**config.mk**
```make
export PLATFORM = sky130hd
export DESIGN_NAME = pkt_hdr_decoder
export DESIGN_NICKNAME = d
export VERILOG_FILES = /design/src/rtl/pkt_hdr_pkg.sv /design/src/rtl/pkt_hdr_collect.sv /design/src/rtl/pkt_byte_unpack.sv /design/src/rtl/pkt_hdr_decoder.sv
export SDC_FILE = /design/constraint.sdc
export NUM_CORES = 1
export LEC_CHECK = 0
export BUFFER_PORTS_ARGS = -buffer_cell sky130_fd_sc_hd__buf_2
export CAP_MARGIN = 20
export CORE_UTILIZATION = 35
export DETAILED_ROUTE_END_ITERATION = 12
export GPL_TIMING_DRIVEN = 1
export PLACE_DENSITY = 0.57
export SYNTH_ARGS = -nofsm -noshare
export SYNTH_HDL_FRONTEND = slang
export SYNTH_HIERARCHICAL = 1
export SYNTH_SLANG_ARGS = --single-unit
```
**constraint.sdc**
```tcl
create_clock -name clk -period 2.9 [get_ports clk]
set_clock_uncertainty 0.05 [all_clocks]
set_input_delay 0.145 -clock clk [delete_from_list [all_inputs] [get_ports clk]]
set_output_delay 0.145 -clock clk [all_outputs]
set_load 0.05 [all_outputs]
```
**src/rtl/pkt_hdr_pkg.sv**
```systemverilog
package pkt_hdr_pkg;
  localparam int HDR_WORD_W  = 32;
  localparam int LEN_FLD_W   = 12;
  localparam int CNT_W       = LEN_FLD_W + 1;
  localparam int ADDR_W      = 10;
  localparam int PROTO_BIT   = 4;
  localparam int BIT_HS      = 22;
  localparam int BIT_NACKC   = 21;
  localparam int BIT_SBYTE   = 20;
  localparam int BIT_RD      = 19;
  localparam int BIT_TEN     = 18;
  localparam int BIT_IE      = 17;
  localparam int BIT_RSTART  = 16;
  localparam int BIT_CONT    = 15;

  typedef enum logic [1:0] {
    END_STOP   = 2'd0,
    END_RSTART = 2'd1,
    END_CONT   = 2'd2
  } end_act_e;

  typedef enum logic [1:0] {
    PH_HDR  = 2'd0,
    PH_DATA = 2'd1,
    PH_WAIT = 2'd2
  } phase_e;

  typedef struct packed {
    logic [1:0]        hdr_size;
    logic [7:0]        pkt_id;
    logic [3:0]        ctrl_id;
    logic [CNT_W-1:0]  byte_cnt;
    logic              hs;
    logic              nack_cont;
    logic              start_byte;
    logic              rd;
    logic              ten_bit;
    logic              irq_en;
    end_act_e          end_act;
    logic [ADDR_W-1:0] addr;
  } xfer_desc_t;
endpackage

```
**src/rtl/pkt_hdr_collect.sv**
```systemverilog
module pkt_hdr_collect
  import pkt_hdr_pkg::*;
#(
  parameter int WORD_W = HDR_WORD_W
) (
  input  logic              clk,
  input  logic              rst,
  input  logic              flush,
  input  logic              en,
  input  logic              w_valid,
  input  logic [WORD_W-1:0] w_data,
  output logic              w_ready,
  output xfer_desc_t        desc_o,
  output logic              desc_valid,
  input  logic              desc_ready,
  output logic              err_o
);
  localparam int IDX_W = 2;

  logic [IDX_W-1:0] idx_q;
  logic             err_q;
  logic             dv_q;
  xfer_desc_t       desc_q;
  logic             take;
  logic             unused_hi;

  assign unused_hi  = &{w_data[WORD_W-1:30], w_data[27:24], w_data[14:12]};
  assign w_ready    = en && (err_q || !dv_q);
  assign take       = w_valid && w_ready && !err_q;
  assign desc_o     = desc_q;
  assign desc_valid = dv_q;
  assign err_o      = err_q;

  always_ff @(posedge clk) begin
    if (rst || flush) begin
      idx_q  <= '0;
      err_q  <= 1'b0;
      dv_q   <= 1'b0;
      desc_q <= '0;
    end else begin
      if (dv_q && desc_ready) dv_q <= 1'b0;
      if (take) begin
        case (idx_q)
          2'd0: begin
            if (!w_data[PROTO_BIT]) begin
              err_q <= 1'b1;
            end else begin
              desc_q.hdr_size <= w_data[29:28];
              desc_q.pkt_id   <= w_data[23:16];
              desc_q.ctrl_id  <= w_data[15:12];
              idx_q           <= 2'd1;
            end
          end
          2'd1: begin
            desc_q.byte_cnt <= {1'b0, w_data[LEN_FLD_W-1:0]} + CNT_W'(1);
            idx_q           <= 2'd2;
          end
          default: begin
            desc_q.hs         <= w_data[BIT_HS];
            desc_q.nack_cont  <= w_data[BIT_NACKC];
            desc_q.start_byte <= w_data[BIT_SBYTE];
            desc_q.rd         <= w_data[BIT_RD];
            desc_q.ten_bit    <= w_data[BIT_TEN];
            desc_q.irq_en     <= w_data[BIT_IE];
            if (w_data[BIT_CONT])        desc_q.end_act <= END_CONT;
            else if (w_data[BIT_RSTART]) desc_q.end_act <= END_RSTART;
            else                         desc_q.end_act <= END_STOP;
            if (w_data[BIT_TEN]) desc_q.addr <= w_data[ADDR_W-1:0];
            else                 desc_q.addr <= {3'b000, w_data[7:1]};
            dv_q  <= 1'b1;
            idx_q <= 2'd0;
          end
        endcase
      end
    end
  end
endmodule

```
**src/rtl/pkt_byte_unpack.sv**
```systemverilog
module pkt_byte_unpack #(
  parameter int WORD_W = 32,
  parameter int BYTE_W = 8,
  parameter int CNT_W  = 13
) (
  input  logic              clk,
  input  logic              rst,
  input  logic              flush,
  input  logic              start,
  input  logic [CNT_W-1:0]  start_cnt,
  input  logic              w_valid,
  input  logic [WORD_W-1:0] w_data,
  output logic              w_ready,
  output logic              b_valid,
  output logic [BYTE_W-1:0] b_data,
  output logic              b_last,
  input  logic              b_ready,
  output logic              finish
);
  localparam int LANES  = WORD_W / BYTE_W;
  localparam int LANE_W = (LANES > 1) ? $clog2(LANES) : 1;

  logic              active_q;
  logic              bv_q;
  logic [WORD_W-1:0] word_q;
  logic [LANE_W-1:0] lane_q;
  logic [CNT_W-1:0]  rem_q;
  logic [BYTE_W-1:0] lane_byte [LANES];

  for (genvar g = 0; g < LANES; g++) begin : g_lane
    assign lane_byte[g] = word_q[g*BYTE_W +: BYTE_W];
  end

  assign w_ready = active_q && !bv_q;
  assign b_valid = bv_q;
  assign b_data  = lane_byte[lane_q];
  assign b_last  = (rem_q == CNT_W'(1));
  assign finish  = bv_q && b_ready && b_last;

  always_ff @(posedge clk) begin
    if (rst || flush) begin
      active_q <= 1'b0;
      bv_q     <= 1'b0;
      lane_q   <= '0;
      rem_q    <= '0;
      word_q   <= '0;
    end else if (start) begin
      active_q <= 1'b1;
      bv_q     <= 1'b0;
      lane_q   <= '0;
      rem_q    <= start_cnt;
    end else if (w_valid && w_ready) begin
      word_q <= w_data;
      lane_q <= '0;
      bv_q   <= 1'b1;
    end else if (bv_q && b_ready) begin
      rem_q <= rem_q - CNT_W'(1);
      if (b_last) begin
        bv_q     <= 1'b0;
        active_q <= 1'b0;
      end else if (lane_q == LANE_W'(LANES - 1)) begin
        bv_q <= 1'b0;
      end else begin
        lane_q <= lane_q + LANE_W'(1);
      end
    end
  end
endmodule

```
**src/rtl/pkt_hdr_decoder.sv**
```systemverilog
module pkt_hdr_decoder
  import pkt_hdr_pkg::*;
#(
  parameter int WORD_W = HDR_WORD_W,
  parameter int BYTE_W = 8
) (
  input  logic              clk,
  input  logic              rst,
  input  logic              flush,
  input  logic              wd_valid,
  input  logic [WORD_W-1:0] wd_data,
  output logic              wd_ready,
  output logic              desc_valid,
  input  logic              desc_ready,
  output logic [1:0]        desc_hdr_size,
  output logic [7:0]        desc_pkt_id,
  output logic [3:0]        desc_ctrl_id,
  output logic [CNT_W-1:0]  desc_byte_cnt,
  output logic              desc_read,
  output logic              desc_ten_bit,
  output logic [ADDR_W-1:0] desc_addr,
  output logic [1:0]        desc_end,
  output logic              desc_hs,
  output logic              desc_nack_cont,
  output logic              desc_start_byte,
  output logic              desc_irq_en,
  output logic              byte_valid,
  input  logic              byte_ready,
  output logic [BYTE_W-1:0] byte_data,
  output logic              byte_last,
  input  logic              eng_done,
  output logic              proto_err
);
  phase_e     phase_q;
  xfer_desc_t desc;
  logic       col_ready;
  logic       unp_ready;
  logic       unp_finish;
  logic       desc_fire;
  logic       unp_start;

  assign desc_fire = desc_valid && desc_ready;
  assign unp_start = desc_fire && !desc.rd;

  pkt_hdr_collect #(.WORD_W(WORD_W)) u_collect (
    .clk        (clk),
    .rst        (rst),
    .flush      (flush),
    .en         (phase_q == PH_HDR),
    .w_valid    (wd_valid),
    .w_data     (wd_data),
    .w_ready    (col_ready),
    .desc_o     (desc),
    .desc_valid (desc_valid),
    .desc_ready (desc_ready),
    .err_o      (proto_err)
  );

  pkt_byte_unpack #(.WORD_W(WORD_W), .BYTE_W(BYTE_W), .CNT_W(CNT_W)) u_unpack (
    .clk       (clk),
    .rst       (rst),
    .flush     (flush),
    .start     (unp_start),
    .start_cnt (desc.byte_cnt),
    .w_valid   (wd_valid && (phase_q == PH_DATA)),
    .w_data    (wd_data),
    .w_ready   (unp_ready),
    .b_valid   (byte_valid),
    .b_data    (byte_data),
    .b_last    (byte_last),
    .b_ready   (byte_ready),
    .finish    (unp_finish)
  );

  always_ff @(posedge clk) begin
    if (rst || flush) begin
      phase_q <= PH_HDR;
    end else begin
      case (phase_q)
        PH_HDR:  if (desc_fire) phase_q <= desc.rd ? PH_WAIT : PH_DATA;
        PH_DATA: if (unp_finish) phase_q <= PH_WAIT;
        default: if (eng_done) phase_q <= PH_HDR;
      endcase
    end
  end

  always_comb begin
    case (phase_q)
      PH_HDR:  wd_ready = col_ready;
      PH_DATA: wd_ready = unp_ready;
      default: wd_ready = 1'b0;
    endcase
  end

  assign desc_hdr_size   = desc.hdr_size;
  assign desc_pkt_id     = desc.pkt_id;
  assign desc_ctrl_id    = desc.ctrl_id;
  assign desc_byte_cnt   = desc.byte_cnt;
  assign desc_read       = desc.rd;
  assign desc_ten_bit    = desc.ten_bit;
  assign desc_addr       = desc.addr;
  assign desc_end        = desc.end_act;
  assign desc_hs         = desc.hs;
  assign desc_nack_cont  = desc.nack_cont;
  assign desc_start_byte = desc.start_byte;
  assign desc_irq_en     = desc.irq_en;
endmodule

```
### After elaboration in Yosys (flattened, before gate mapping)

Index checks and enable logic that the tools add are counted.

| word-level totals | value |
|---|---|
| flip-flop bits (word level) | 100 |
| bits of input ports | 39 |
| output and inout bits | 58 |
| word-level logic and storage cells | 104 |

| operators by class | value |
|---|---|
| add/subtract/negate cells | 3 |
| order comparisons | 1 |
| equal/unequal tests | 8 |
| muxes and demuxes | 28 |
| bitwise operators | 6 |
| reduce and logical (&&, ||, !) cells | 37 |

Operator list:

| kind | count |
|---|---|
| 13-bit 2-to-1 mux | 3 |
| 8-bit binary-select mux with 2-bit select | 1 |
| 8-bit 2-to-1 mux | 2 |
| 3-bit AND reduction | 5 |
| 12-bit by 1-bit adder with 13-bit output (second input constant) | 1 |
| 13-bit by 1-bit equality test with 1-bit output (second input constant) | 1 |
| 13-bit by 1-bit subtractor with 13-bit output (second input constant) | 1 |
| 1-bit 2-to-1 mux | 12 |
| 2-bit 2-to-1 mux | 6 |
| 2-bit AND reduction | 6 |
| 1-bit logical AND | 10 |
| 10-bit 2-to-1 mux | 1 |
| 2-bit case mux with 2 select lines | 2 |
| 2-bit nonzero test | 3 |
| 3-bit nonzero test | 2 |
| 1-bit inverter | 5 |
| 2-bit by 1-bit equality test with 1-bit output (second input constant) | 2 |
| 1-bit zero test | 4 |
| 2-bit zero test | 2 |
| 2-bit by 1-bit inequality test with 1-bit output (second input constant) | 2 |
| 2-bit inequality test (second input constant) | 2 |
| 2-bit OR reduction | 2 |
| 3-bit greater-or-equal comparator (second input constant) | 1 |
| 2-bit inverter with 3-bit output | 1 |
| other kinds (5) | 6 |

### Logic depth before layout (Yosys ltp)

Gate-level depths: netlist of the first run.

| logic depth | value |
|---|---|
| word-level depth | 6 |
| gate-level depth with buffers | 8 |
| gate-level depth less buffers | 7 |

### Hierarchy

Netlist of the first run, hierarchy kept.

By module, submodules not included:

| module | instances | cells an instance | area each (um^2) | seq. area each (um^2) |
|---|---|---|---|---|
| pkt_byte_unpack | 1 | 257 | 2214.6 | 980.9 |
| pkt_hdr_collect | 1 | 226 | 2075.7 | 980.9 |
| pkt_hdr_decoder | 1 | 16 | 151.4 | 40.0 |

### Worst setup path after synthesis of the first run

Ideal clock, no wire load.

| timing path | value |
|---|---|
| path kind | reg2reg |
| from | register u_unpack.rem_q[2] |
| to | register phase_q[0] |
| library setup time | 0.117 ns |
| arrival | 2.353 ns |
| required time | 2.733 ns |
| setup slack | 0.380 ns |
| cell stages (with the launch flop) | 7 |
| buffers on the path | 1 |
| period minus slack after synthesis | 2.520 ns |
| cell sequence | dfxtp_1 -> or4_4 -> buf_6 -> nor4_4 -> and3_1 -> mux2i_1 -> a32o_2 |

| on the way | value |
|---|---|
| cells in the longest elaborated chain, start to end | 4 |

Ends and longest elaborated chain:

| what | line | source |
|---|---|---|
| start: declaration | pkt_byte_unpack.sv:27 | `logic [CNT_W-1:0] rem_q;` |
| start signal: assignment | pkt_byte_unpack.sv:51 | `rem_q <= start_cnt;` |
| start signal: assignment | pkt_byte_unpack.sv:57 | `rem_q <= rem_q - CNT_W'(1);` |
| 13-bit by 1-bit equality test with 1-bit output | pkt_byte_unpack.sv:37 | `assign b_last = (rem_q == CNT_W'(1));` |
| via byte_last | pkt_hdr_decoder.sv:30 | `output logic byte_last,` |
| 1-bit logical AND | pkt_byte_unpack.sv:38 | `assign finish = bv_q && b_ready && b_last;` |
| via unp_finish | pkt_hdr_decoder.sv:38 | `logic unp_finish;` |
| 2-bit by 1-bit inequality test with 1-bit output (no source line) | - |  |
| 3-bit AND reduction (no source line) | - |  |
| end signal: assignment | pkt_hdr_decoder.sv:80 | `PH_HDR: if (desc_fire) phase_q <= desc.rd ? PH_WAIT : PH_DATA;` |
| end: declaration | pkt_hdr_decoder.sv:34 | `phase_e phase_q;` |

The timed path passes the listed nets, and every way through them passes these cells.
A chain may end at the register's enable or synchronous reset.

### Worst setup path after layout of the first run

| timing path | value |
|---|---|
| from | register u_unpack.rem_q[2] |
| to | output byte_last |

| on the way | value |
|---|---|
| cells in the longest elaborated chain, start to end | 1 |

Ends and longest elaborated chain:

| what | line |
|---|---|
| 13-bit by 1-bit equality test with 1-bit output | pkt_byte_unpack.sv:37 |
| end: declaration | pkt_hdr_decoder.sv:30 |

No other way between the ends.

==> impl_metrics.toml, run 1 <==
[status]
outcome = "complete, no violations"

[synthesis]
synth_nets = 542
synth_seq_area_share = 0.451
synthMuxAreaShare = 0.0969
synth_ff_type = "dfxtp_1"
synth_xor_area_frac = 0.0434
async_reset_ff_frac = 0
synth_top_family_by_area = "simple AND/OR/NAND/NOR gates"
ys_warn_count = 6
synth_compound_area_frac = 0.137
synth_edf_count = 0
syn_area_sq_mm = 0.00444
synthTopCellsByArea = "dfxtp_1 (45%), nand2_1 (8.2%), a21oi_1 (7.7%)"
synthDistinctLibCells = 53
synth-simple-area-share = 0.211
synth_common_cells = "dfxtp_1 (100), nand2_1 (97), a21oi_1 (68)"
synth_adder_area_share = 0.0113
avgSynthCellArea_sq_um = 8.90
synth_top_cell_area_share = 0.451
ys_seq_elements = 100
synthCells = 499
yosysMostFrequentCell = "dfxtp_1"
synth_top_cell_by_area = "dfxtp_1"

[sta]
period_needed_ns = 2.26
fin_tns_setup_ns = 0
max_freq_mhz = 443
rsz0062_at_grt = "false"
slew_viol_final = 0
fin_crit_sh = 0.778
finalWorstSetupSlack_ns = 0.644
tightest_slew_ns = 0.854
timing_hold_violations_final = 0
finalHoldWorstSlack_ns = 0.00383
slew_headroom = 0.430
setup_viol_count_final = 0

[pwr]
comb_power_share = 0.067
clockPowerShare = 0.441
p_seq_frac = 0.492
switchingPower_uw = 682
p_leak_uw = 0.00209
ir_drop_mv = 0.259
internal_power_uw = 2130
p_per_area_mw_per_mm2 = 522
swShare = 0.243

[clock_network]
clk_latency_ns = 0.35
numCtsBuffers = 9
cts.clk_slew.worst_paths_ns = 0.07
ctsLongestPathBuffers = 2
cts-root-buf = "clkbuf_16"
hold_buffers = 11
post_cts_resized = 0
cts-htree-levels = 3
post-cts-setup-buffer-count = 0
tritoncts = "yes"
clock-sinks = 100

[detailed_routing]
drt_wl_total_um = 11600
num_vias = 3797
drcViolationCount = 0
viasPerCell = 5.00
drt_first_pass_iters = 4
wl_per_cell_um = 15.3
drtIter0Drc = 330
antenna_violating_nets_post_route = 0

[global_route]
grt_antenna_before_repair = 0
grt_usage = 0.184
grt_overflow_total = 0
grt_pass1_vias = 3515
grt_max_degree = 43
grt_pass1_wl_um = 18600

[setup_path]
crit_required_ns = 2.71
rrSetupSlack_ns = 0.74
worstPathMaxFanout = 8
critPathLaunchType = "flop"
reg2reg_from = "u_unpack/rem_q[2]$_SDFFE_PP0P_"
rr_worst_depth = 5
timing.rr.end = "phase_q[0]$_SDFFE_PP0P_"
critPathArrivalTime_ns = 2.06
path_class = "flop to primary output"
crit_path_end_kind = "primary output"

[placed_design]
place.gp.congestion = 0.781
pre_cts_slack_ns = 0.749
io_buffers = 96
post-dp-hpwl_um = 8350

[floorplan]
core-area_sq_mm = 0.0122
pin_count = 97
dieArea_sq_mm = 0.0131
initial_core_util = 0.364
dieHeight_um = 115
die_w_um = 115
rows = 40

[final_layout]
register_area_sq_mm = 0.00200
final_nets = 628
n_fill_cell = 1252
drive_gt1_frac = 0.239
multi_input_area_sq_mm = 0.00222
syn2layout_area_growth_pct = 21.2

[hold_path]
min_path_cells = 3
worstHoldStart = "wd_data[27]"
min_to = "u_unpack/word_q[27]$_SDFFE_PP0P_"
hold_path.class = "primary input to flop"

[run]
cap_violations = 0
==> power groups by stage <==
| stage | clock (uW) | combinational (uW) | sequential [uW] |
|---|---|---|---|
| floorplan | 0 | 84.5 | 1440 |
| global placement | 0 | 176 | 1420 |
| detailed placement | 0 | 178 | 1420 |
| CTS | 1280 | 190 | 1380 |
| global route | 1320 | 203 | 1380 |
| finish | 1240 | 188 | 1380 |
==> layer usage <==
layer | vias up | share of wire | GRT usage
met5 | - | 0 | 0
met4 | 0 | 0.010 | 0.0571
met3 | 12 | 0.064 | 0.0529
met2 | 95 | 0.46 | 0.293
met1 | 1796 | 0.46 | 0.240
li1 | 1894 | - | -
==> sequential cells by signal (all words and copies together) (netlist names) <==
name	count
u_collect/desc_o	45
phase_q	2
u_collect/desc_valid	1
u_collect/err_o	1
u_collect/idx_q	2
u_unpack/active_q	1
u_unpack/lane_q	2
u_unpack/b_valid	1
u_unpack/word_q	32
u_unpack/rem_q	13
==> worst max-delay path, cell delays in order, from the launching register on <==
cell	delay, ns
dfxtp_1	0.35
or4_4	0.62
nor4_4	0.41
buf_2	0.34
==> cells by family after synthesis <==
logic type | Yosys count
buf+inv | 42
fa+ha+maj | 4
simple gates | 192
compound gates | 106
flops | 100
mux | 33
xor+xnor | 22
==> worst max-delay path by stage <==
| stage | slack, ns | cells past startpoint | to | startpoint |
|---|---|---|---|---|
| 6_report | 0.64 | 3 | byte_last | u_unpack/rem_q[2]$_SDFFE_PP0P_ |
| 5_1_grt | 0.55 | 3 | byte_last | u_unpack/rem_q[2]$_SDFFE_PP0P_ |
| 4_1_cts | 0.63 | 3 | byte_last | u_unpack/rem_q[2]$_SDFFE_PP0P_ |
| 3_5_place_dp | 0.75 | 5 | phase_q[0]$_SDFFE_PP0P_ | u_unpack/rem_q[2]$_SDFFE_PP0P_ |
| 3_3_place_gp | 0.77 | 5 | phase_q[0]$_SDFFE_PP0P_ | u_unpack/rem_q[2]$_SDFFE_PP0P_ |
| 2_1_floorplan | 0.38 | 6 | phase_q[0]$_SDFFE_PP0P_ | u_unpack/rem_q[2]$_SDFFE_PP0P_ |
==> cell usage in the layout, fill, tap and decap left out, drive strengths merged, types with 2 or more instances in the layout <==
cell | Yosys | final
a211oi | 13 | 13
a21oi | 68 | 68
nor2 | 42 | 42
nand2 | 97 | 97
buf | 10 | 99
nand3b | 3 | 3
nand4b | 2 | 2
or2 | 3 | 3
clkinvlp | 0 | 2
and3b | 2 | 2
nor4 | 9 | 9
and2 | 2 | 2
clkbuf | 25 | 9
nand4 | 2 | 2
and3 | 2 | 2
nand3 | 10 | 10
inv | 7 | 10
xnor2 | 21 | 21
a21boi | 2 | 2
o21ai | 16 | 16
nor3 | 8 | 8
dfxtp | 100 | 100
ha | 4 | 4
nand4bb | 2 | 2
dlygate4sd3 | 0 | 11
mux2i | 25 | 25
or4 | 3 | 3
mux4 | 8 | 8
==> per-stage QoR <==
step	total power, uW	std cells	area, sq um	util
2_1_floorplan	1520	499	4440	-
3_3_place_gp	1590	731	4960	0.407
3_5_place_dp	1590	731	4960	0.407
4_1_cts	2850	758	5380	0.441
5_1_grt	2910	758	5380	0.441
6_report	2810	759	5380	0.441
==> final cells by class <==
cell class / instances / share of cell area
multi-input combinational: 357 / 0.413
antenna: 1 / 0.000465
timing repair buffer: 110 / 0.114
clock buffer: 9 / 0.0418
clock inverter: 7 / 0.0151
inverter: 7 / 0.00488
sequential: 100 / 0.372
tap: 168 / 0.0390
No activity file was read; power rests on OpenSTA's default activity.
==> run 2: changes to the inputs <==
- PLACE_DENSITY: 0.57 -> 0.6
- clock period: 2.9 -> 2.05 ns (I/O delays scaled with it)
==> run 2 against run 1 <==
  * First-iteration DRC count fell by 49%
  * Largest cell class unchanged
  * Clock power rose by 32%
  * Routed wire length barely moved
  * Sequential cell count did not move
  * Non-clock buffer count rose by 16
==> impl_metrics.toml, run 2 (synthesis results as in run 1) <==
[detailed_routing]
num_vias = 3861
drt_first_pass_iters = 4
viasPerCell = 4.99
drtIter0Drc = 169
drcViolationCount = 0
wl_per_cell_um = 15.0
antenna_violating_nets_post_route = 0
drt_wl_total_um = 11600

[pwr]
p_leak_uw = 0.00218
ir_drop_mv = 0.544
swShare = 0.251
clockPowerShare = 0.423
comb_power_share = 0.072
switchingPower_uw = 975
internal_power_uw = 2910
p_per_area_mw_per_mm2 = 699
p_total_uw = 3880
p_seq_frac = 0.504

[setup_path]
crit_chain = "or4_4 > nor4_4 > buf_4 > buf_8"
critPathArrivalTime_ns = 1.85
crit_path_top_delay_cell = "or4_4"
worstPathMaxFanout = 3
path_class = "flop to primary output"
crit_family = "simple AND/OR/NAND/NOR gates"
crit_required_ns = 1.90
critPathLaunchType = "flop"
path_buf_inv = 2
cpPeakStageDelay_ns = 0.57
crit_path_end_kind = "primary output"

[clock_network]
tritoncts = "yes"
cts.clk_slew.worst_paths_ns = 0.07
clock-sinks = 100
numCtsBuffers = 9
cts-htree-levels = 3
cts-root-buf = "clkbuf_16"
clk_latency_ns = 0.35
ctsLongestPathBuffers = 2

[global_route]
grt_pass1_wl_um = 18800
use_met2 = 0.308
top_usage_layer = "met2"
grt_pass1_vias = 3650
met1_usage = 0.240
use_met3 = 0.0482
grt_antenna_before_repair = 0
grt_overflow_total = 0
grt_max_degree = 43
grt_usage = 0.187

[final_layout]
syn2layout_area_growth_pct = 25.0
n_fill_cell = 1257
drive_gt1_frac = 0.252
final_cell_mix = "dfxtp_1 (97), nand2_1 (97), buf_2 (95)"
n_antenna_cell = 0
largest_reg_flops = 45
final_nets = 644

[floorplan]
dieHeight_um = 115
pin_count = 97
rows = 40
dieArea_sq_mm = 0.0131
die_w_um = 115
core-area_sq_mm = 0.0122
initial_core_util = 0.364

[placed_design]
place.gp.congestion = 0.803
io_buffers = 96
post-dp-hpwl_um = 8250

[sta]
timing_hold_violations_final = 0
finalHoldWorstSlack_ns = 0.00526
fin_crit_sh = 0.976
period_needed_ns = 2.00
slew_headroom = 0.407
max_freq_mhz = 500
slew_viol_final = 0
setup_viol_count_final = 0
tightest_slew_ns = 0.889
rsz0062_at_grt = "true"

[run]
cap_violations = 0

[status]
outcome = "complete, no violations"

[hold_path]
hold_path.class = "primary input to flop"
[run 2: cell types whose count changed in the layout (fill, tap and decap cells not counted), moves of 2 or more]
cell,delta
buf_12,+2
buf_4,+4
clkinv_4,+2
clkinvlp_4,-2
dfxtp_1,-3
dfxtp_2,+3
dlygate4sd3_1,+10
[run 2: power by group through the flow]
stage | sequential, uW | clock (uW) | combinational [uW]
after floorplan | 2030 | 0 | 120
after global placement | 2000 | 0 | 250
after detailed placement | 2000 | 0 | 252
after CTS | 1960 | 1670 | 283
after global routing | 1960 | 1760 | 307
final | 1960 | 1640 | 281
[run 2: what timing repair did]
action                                  in CTS  in global routing
endpoints found under the setup margin       9                  3
setup buffers                                0                  2
hold buffers                                21                  0
gates resized for setup                      3                  5
endpoints found under the hold margin       35                  0
pin swaps                                    0                  2
[run 2: path summary, 6_finish.rpt]
check                                  start                              end  slack (ns)  cells after the start
max          u_unpack/rem_q[10]$_SDFFE_PP0P_                        byte_last        0.05                      4
min                               wd_data[1]  u_unpack/word_q[1]$_SDFFE_PP0P_       0.005                      3
max reg2reg  u_unpack/rem_q[10]$_SDFFE_PP0P_          phase_q[0]$_SDFFE_PP0P_        0.10                      5
min reg2reg  u_unpack/word_q[0]$_SDFFE_PP0P_  u_unpack/word_q[0]$_SDFFE_PP0P_        0.40                      2
[run 2: worst reg2reg max path: cells and delay by family (launching register included)]
kind / cells / cell delay, ns
multiplexers: 1 / 0.08
AND/OR/NAND/NOR: 3 / 1.12
AO/OA/AOI/OAI: 1 / 0.27
flip-flops: 1 / 0.33
[run 2: area by class of cell]
cell class / instances / area (sq um) / area share
multi-input cells: 357 / 2230 / 0.402
flip-flops and latches: 100 / 2010 / 0.361
repair buffers: 126 / 793 / 0.143
clock buffers: 9 / 225 / 0.0406
well taps: 168 / 210 / 0.0379
clock inverters: 7 / 58.8 / 0.0106
inverters: 7 / 26.3 / 0.00473
[run 2: layer usage]
metal  share of wire  routed length, um  vias up
met1            0.45               5270     1819
met3           0.062                717       11
met5               0                  0        -
met4           0.012                144        0
li1                -                  -     1931
met2            0.47               5480      100
[run 2: stage by stage]
step / std cells / setup slack (ns) / instance area [sq um] / setup TNS (ns) / util
2_1_floorplan: 499 / -0.347 / 4450 / -0.615 / -
3_3_place_gp: 735 / 0.130 / 5030 / 0 / 0.412
3_5_place_dp: 735 / 0.0854 / 5030 / 0 / 0.412
4_1_cts: 772 / 0.00376 / 5530 / 0 / 0.453
5_1_grt: 774 / -0.00253 / 5550 / -0.00253 / 0.455
6_report: 774 / 0.0490 / 5550 / 0 / 0.455
